## src/rtl/ptw_pkg.sv

```systemverilog
package ptw_pkg;

    localparam int FLG_P = 0;
    localparam int FLG_W = 1;
    localparam int FLG_U = 2;
    localparam int FLG_A = 5;
    localparam int FLG_D = 6;

    typedef enum logic [2:0] {
        S_IDLE,
        S_RD_DIR,
        S_CHK_DIR,
        S_RD_TBL,
        S_CHK_TBL,
        S_WB_DIR,
        S_WB_TBL,
        S_RESP
    } walk_state_t;

endpackage

```

## src/rtl/ptw_entry_addr.sv

```systemverilog
module ptw_entry_addr #(
    parameter int FRAME_W = 20,
    parameter int IDX_W   = 10,
    parameter int ADDR_W  = 32
) (
    input  logic [FRAME_W-1:0] frame,
    input  logic [IDX_W-1:0]   index,
    output logic [ADDR_W-1:0]  addr
);
    localparam int SCALE_W = ADDR_W - FRAME_W - IDX_W;

    // table base plus index scaled by the entry size
    assign addr = {frame, index, {SCALE_W{1'b0}}};
endmodule

```

## src/rtl/ptw_perm_check.sv

```systemverilog
module ptw_perm_check
    import ptw_pkg::*;
#(
    parameter int ENT_W   = 32,
    parameter bit IS_LEAF = 1'b0
) (
    input  logic [ENT_W-1:0] entry,
    input  logic             is_write,
    input  logic             is_user,
    output logic             present,
    output logic             allowed,
    output logic             need_wb,
    output logic [ENT_W-1:0] wb_data
);
    logic [ENT_W-1:0] set_mask;

    always_comb begin
        set_mask        = '0;
        set_mask[FLG_A] = 1'b1;
        if (IS_LEAF && is_write)
            set_mask[FLG_D] = 1'b1;
    end

    assign present = entry[FLG_P];
    assign allowed = (!is_user || entry[FLG_U]) && (!is_write || entry[FLG_W]);
    assign wb_data = entry | set_mask;
    assign need_wb = (wb_data != entry);
endmodule

```

## src/rtl/pt_walker.sv

```systemverilog
module pt_walker
    import ptw_pkg::*;
#(
    parameter int ADDR_W = 32,
    parameter int OFFS_W = 12
) (
    input  logic                       clk,
    input  logic                       rst_n,
    input  logic                       root_we,
    input  logic [ADDR_W-OFFS_W-1:0]   root_frame,
    input  logic                       req_valid,
    output logic                       req_ready,
    input  logic [ADDR_W-1:0]          req_vaddr,
    input  logic                       req_write,
    input  logic                       req_user,
    output logic                       mem_req,
    output logic                       mem_we,
    output logic [ADDR_W-1:0]          mem_addr,
    output logic [ADDR_W-1:0]          mem_wdata,
    input  logic                       mem_ack,
    input  logic [ADDR_W-1:0]          mem_rdata,
    output logic                       rsp_done,
    output logic                       rsp_fault,
    output logic [ADDR_W-1:0]          rsp_paddr,
    output logic [ADDR_W-1:0]          rsp_vaddr,
    output logic                       rsp_present,
    output logic                       rsp_write,
    output logic                       rsp_user
);
    localparam int FRAME_W = ADDR_W - OFFS_W;
    localparam int IDX_W   = FRAME_W / 2;
    localparam int LEVELS  = 2;

    walk_state_t state_q, state_d;

    logic [FRAME_W-1:0] root_q;
    logic [ADDR_W-1:0]  va_q;
    logic               wr_q, us_q;
    logic [ADDR_W-1:0]  ent_q   [LEVELS];
    logic               fault_q, pres_q;
    logic [ADDR_W-1:0]  paddr_q;

    logic [FRAME_W-1:0] lvl_base [LEVELS];
    logic [IDX_W-1:0]   lvl_idx  [LEVELS];
    logic [ADDR_W-1:0]  ent_addr [LEVELS];
    logic [ADDR_W-1:0]  wb_data  [LEVELS];
    logic               pres     [LEVELS];
    logic               allow    [LEVELS];
    logic               need_wb  [LEVELS];
    logic               lvl_ok   [LEVELS];

    // per-level address and permission logic
    assign lvl_base[0] = root_q;
    assign lvl_base[1] = ent_q[0][ADDR_W-1:OFFS_W];
    assign lvl_idx[0]  = va_q[ADDR_W-1 -: IDX_W];
    assign lvl_idx[1]  = va_q[OFFS_W +: IDX_W];

    for (genvar l = 0; l < LEVELS; l++) begin : g_level
        ptw_entry_addr #(
            .FRAME_W (FRAME_W),
            .IDX_W   (IDX_W),
            .ADDR_W  (ADDR_W)
        ) u_addr (
            .frame (lvl_base[l]),
            .index (lvl_idx[l]),
            .addr  (ent_addr[l])
        );

        ptw_perm_check #(
            .ENT_W   (ADDR_W),
            .IS_LEAF (l == LEVELS - 1)
        ) u_perm (
            .entry    (ent_q[l]),
            .is_write (wr_q),
            .is_user  (us_q),
            .present  (pres[l]),
            .allowed  (allow[l]),
            .need_wb  (need_wb[l]),
            .wb_data  (wb_data[l])
        );

        assign lvl_ok[l] = pres[l] && allow[l];
    end

    // root register
    always_ff @(posedge clk) begin
        if (!rst_n)
            root_q <= '0;
        else if (root_we)
            root_q <= root_frame;
    end

    // state register
    always_ff @(posedge clk) begin
        if (!rst_n)
            state_q <= S_IDLE;
        else
            state_q <= state_d;
    end

    // next state
    always_comb begin
        state_d = state_q;
        unique case (state_q)
            S_IDLE:    if (req_valid) state_d = S_RD_DIR;
            S_RD_DIR:  if (mem_ack)   state_d = S_CHK_DIR;
            S_CHK_DIR: state_d = lvl_ok[0] ? S_RD_TBL : S_RESP;
            S_RD_TBL:  if (mem_ack)   state_d = S_CHK_TBL;
            S_CHK_TBL: begin
                if (!lvl_ok[1])
                    state_d = S_RESP;
                else if (need_wb[0])
                    state_d = S_WB_DIR;
                else if (need_wb[1])
                    state_d = S_WB_TBL;
                else
                    state_d = S_RESP;
            end
            S_WB_DIR:  if (mem_ack) state_d = need_wb[1] ? S_WB_TBL : S_RESP;
            S_WB_TBL:  if (mem_ack) state_d = S_RESP;
            S_RESP:    state_d = S_IDLE;
            default:   state_d = S_IDLE;
        endcase
    end

    // request capture, entry capture and response registers
    always_ff @(posedge clk) begin
        if (!rst_n) begin
            va_q     <= '0;
            wr_q     <= 1'b0;
            us_q     <= 1'b0;
            ent_q[0] <= '0;
            ent_q[1] <= '0;
            fault_q  <= 1'b0;
            pres_q   <= 1'b0;
            paddr_q  <= '0;
        end else begin
            if (state_q == S_IDLE && req_valid) begin
                va_q    <= req_vaddr;
                wr_q    <= req_write;
                us_q    <= req_user;
                fault_q <= 1'b0;
                pres_q  <= 1'b0;
                paddr_q <= '0;
            end
            if (state_q == S_RD_DIR && mem_ack)
                ent_q[0] <= mem_rdata;
            if (state_q == S_RD_TBL && mem_ack)
                ent_q[1] <= mem_rdata;
            if (state_q == S_CHK_DIR && !lvl_ok[0]) begin
                fault_q <= 1'b1;
                pres_q  <= pres[0];
            end
            if (state_q == S_CHK_TBL) begin
                fault_q <= !lvl_ok[1];
                pres_q  <= pres[1];
                paddr_q <= lvl_ok[1] ? {ent_q[1][ADDR_W-1:OFFS_W], va_q[OFFS_W-1:0]} : '0;
            end
        end
    end

    // outputs
    always_comb begin
        req_ready = (state_q == S_IDLE);
        rsp_done  = (state_q == S_RESP);
        mem_req   = 1'b0;
        mem_we    = 1'b0;
        mem_addr  = '0;
        mem_wdata = '0;
        unique case (state_q)
            S_RD_DIR: begin
                mem_req  = 1'b1;
                mem_addr = ent_addr[0];
            end
            S_RD_TBL: begin
                mem_req  = 1'b1;
                mem_addr = ent_addr[1];
            end
            S_WB_DIR: begin
                mem_req   = 1'b1;
                mem_we    = 1'b1;
                mem_addr  = ent_addr[0];
                mem_wdata = wb_data[0];
            end
            S_WB_TBL: begin
                mem_req   = 1'b1;
                mem_we    = 1'b1;
                mem_addr  = ent_addr[1];
                mem_wdata = wb_data[1];
            end
            default: ;
        endcase
    end

    assign rsp_fault   = fault_q;
    assign rsp_paddr   = paddr_q;
    assign rsp_vaddr   = va_q;
    assign rsp_present = pres_q;
    assign rsp_write   = wr_q;
    assign rsp_user    = us_q;
endmodule

```

## config.mk

```make
export PLATFORM = sky130hd
export DESIGN_NAME = pt_walker
export DESIGN_NICKNAME = d
export VERILOG_FILES = /design/src/rtl/ptw_pkg.sv /design/src/rtl/ptw_entry_addr.sv /design/src/rtl/ptw_perm_check.sv /design/src/rtl/pt_walker.sv
export SDC_FILE = /design/constraint.sdc
export NUM_CORES = 1
export LEC_CHECK = 0
export CORE_UTILIZATION = 51
export DETAILED_ROUTE_END_ITERATION = 16
export GPL_ROUTABILITY_DRIVEN = 1
export PLACE_DENSITY_LB_ADDON = 0.08
export SYNTH_ARGS = -nofsm -noshare
export SYNTH_HDL_FRONTEND = slang
export SYNTH_HIERARCHICAL = 1
export SYNTH_SLANG_ARGS = --single-unit
```

## constraint.sdc

```tcl
create_clock -name clk -period 5.76 [get_ports clk]
set_clock_uncertainty 0.05 [all_clocks]
set_input_delay 0.576 -clock clk [delete_from_list [all_inputs] [get_ports clk]]
set_output_delay 0.576 -clock clk [all_outputs]
set_load 0.02 [all_outputs]
```

==> impl_metrics.yaml <==
outcome:
  status: "complete, no violations"
synth:
  synth_flop_cell: "dfxtp_1"
  synth_warnings: 6
  ys_seq_area_share_pct: 49.4
  synthCells: 743
  ys_ff_latch: 155
  synth_area_mm2: 0.00758
  synthDistinctLibCells: 44
  yosysMostFrequentCell: "buf_4"
  syn_avg_cell_area_um2: 10.2
  yosys-top-cells-area: "edfxtp_1 (25%), dfxtp_1 (24%), buf_4 (13%)"
  ys_top_cells_by_count: "buf_4 (130), dfxtp_1 (91), nand2_1 (75)"
  synth-edff-count: 64
  synth_async_sr_flop_share_pct: 0
  synth_top_area_cell: "edfxtp_1"
  netlist.area_leader.share_pct: 25.3
route:
  final_antenna_net_count: 0
  wl_um: 18400
  drt_pass1_iterations: 5
  vias: 5478
  wire_per_inst_um: 18.4
  drtIter0Drc: 347
  viasPerCell: 5.46
  remaining_drc_errors: 0
floorplan:
  dieHeight_um: 124
  dieArea_mm2: 0.0154
  start_util_pct: 52.2
  die_w_um: 124
  boundaryPins: 227
  coreArea_mm2: 0.0145
  rows: 44
flow_run:
  drv_cap: 0
timing:
  fmax_ghz: 0.252
  setup_ws_ns: 1.80
  fin_crit_sh_pct: 68.8
  slew_headroom_pct: 15.9
  tns_ns: 0
  tightest_slew_ns: 1.26
  hold_viol: 0
  rsz0062_at_grt: "false"
  holdWs_ns: 0.422
  setup_viol: 0
  final.min_clock_period_ns: 3.96
  drv_slew: 0
setup_path:
  crit_slowest_cell: "dfxtp_1"
  end_kind: "output pin"
  r2r-start: "state_q[0]"
  path_buf_inv: 2
  slowest_delay_ns: 0.85
  cp-startpoint: "state_q[1]"
  crit_required_ns: 5.13
  critPathMaxFanout: 33
  crit_chain: "inv_1 -> a21oi_4 -> a22o_1 -> clkdlybuf4s50_1"
  start_kind: "flop"
  rr_worst_depth: 3
  critPathTopFamily: "compound AO/OA/AOI/OAI gates"
  worstSetupPathType: "flop to output pin"
  rr_endpoint: "ent_q[0][25]"
  cp.depth: 4
  cp.arrival_ns: 3.34
  regToRegSetupSlack_ns: 2.84
  worstSetupEndpoint: "mem_addr[31]"
power_and_ir_drop:
  internal_power_mw: 2.23
  ir_drop_mv: 0.241
  power.density_mw_per_mm2: 317
  p_sw_share_pct: 26.2
  pwr-share-comb_pct: 17.3
  switching_power_mw: 0.791
  total_power_mw: 3.02
  p_clk_share_pct: 39.6
  p_seq_share_pct: 43.1
  p_leak_nw: 3.53
min_path:
  min_path_type: "flop to flop"
  min_from: "rsp_vaddr[9]"
cells_and_area:
  drive_above_1_share_pct: 6.11
  fin_area_mm2: 0.00953
  nets: 897
  area_growth_pct: 25.7
  diodes: 0
  fin_util_pct: 65.6
  finalNonFillerCells: 1003
  n_fill_cell: 1159
clock_tree:
  clk_latency_ns: 0.42
  numCtsBuffers: 17
  cts_resized: 0
  clockBufferDepth: 2
  cts_setup_buffers: 0
  clock_tree.root_cell: "clkbuf_16"
  cts.sinks: 155
  h-tree-depth: 4
  cts_tree: "built"
  cts_hold_buf: 0
  clk_pin_slew_worst_paths_ns: 0.06
placement:
  routabilityCongestion: 0.787
  placed_cells: 971
  place_ws_ns: 2.25
  detailed_place.area_mm2: 0.00889
  port_buffers: 224
  dp_hpwl_um: 12100
global_route:
  antenna_found_initial: 0
  track_usage_pct: 24.3
  grt-ovfl-total: 0
  grt_pass1_wl_um: 27800
  grt_max_degree: 103
  first_global_vias: 5174
## cell type report
type | instances | area, um^2 | area share, %
Sequential cell | 155 | 3740 | 39.3
Multi-Input combinational cell | 396 | 2610 | 27.4
Timing Repair Buffer | 230 | 2280 | 24.0
Clock buffer | 19 | 433 | 4.54
Tap cell | 184 | 230 | 2.42
Clock inverter | 13 | 200 | 2.10
Inverter | 6 | 22.5 | 0.236
## kinds of logic (layout without fill, tap and decap cells)
family / Yosys count / after routing / synth area share [%]
AO/OA/AOI/OAI: 185 / 185 / 18.3
buffers and inverters: 194 / 268 / 16.8
flip-flops: 155 / 155 / 49.4
multiplexers: 20 / 20 / 2.64
other: 4 / 6 / 0.198
AND/OR/NAND/NOR: 185 / 185 / 12.6
## sequential cells by signal, indices dropped and copies added (netlist names), 3 cells and up
register / count
root_q: 20
rsp_paddr: 32
rsp_vaddr: 32
state_q: 3
ent_q: 64
## worst register-to-register path: stages (launching register included)
cell      delay (ns)
dfxtp_1         0.80
nor2b_4         0.84
nand3b_1        0.18
nand2_2         0.67
## metal layers
layer | part of all wire, % | global-route usage (%) | up-vias
met2 | 47 | 38.7 | 187
met4 | 0.60 | 6.55 | 0
met5 | 0 | 0 | -
li1 | - | - | 2598
met1 | 45 | 32.4 | 2686
met3 | 7.6 | 6.91 | 7
## worst min-delay path by stage
stage	to	depth (start not counted)
final	rsp_vaddr[9]	2
after global routing	rsp_vaddr[22]	2
after CTS	rsp_vaddr[7]	2
after detailed placement	rsp_vaddr[29]	2
after global placement	rsp_vaddr[29]	2
after floorplan	root_q[0]	2
## power groups by stage
stage	registers [mW]	clock network (mW)	logic, mW
CTS	1.30	1.21	0.527
finish	1.30	1.20	0.522
global route	1.31	1.26	0.564
floorplan	1.32	0	0.384
global placement	1.32	0	0.518
detailed placement	1.32	0	0.526
## placed cells by master, fill, tap and decap left out, drive strengths merged, types with 3 or more instances in the layout
master	count
nor2	6
and3	32
o21ai	35
buf	7
nand3	32
clkdlybuf4s50	223
mux2i	20
nor2b	21
a21oi	6
or2	3
conb	6
a22o	64
a21boi	69
nand2	75
inv	6
bufinv	5
clkbuf	19
edfxtp	64
clkinv	7
nand2b	4
dfxtp	91
nand3b	3
Note: power is estimated with default switching activity, not from simulation.
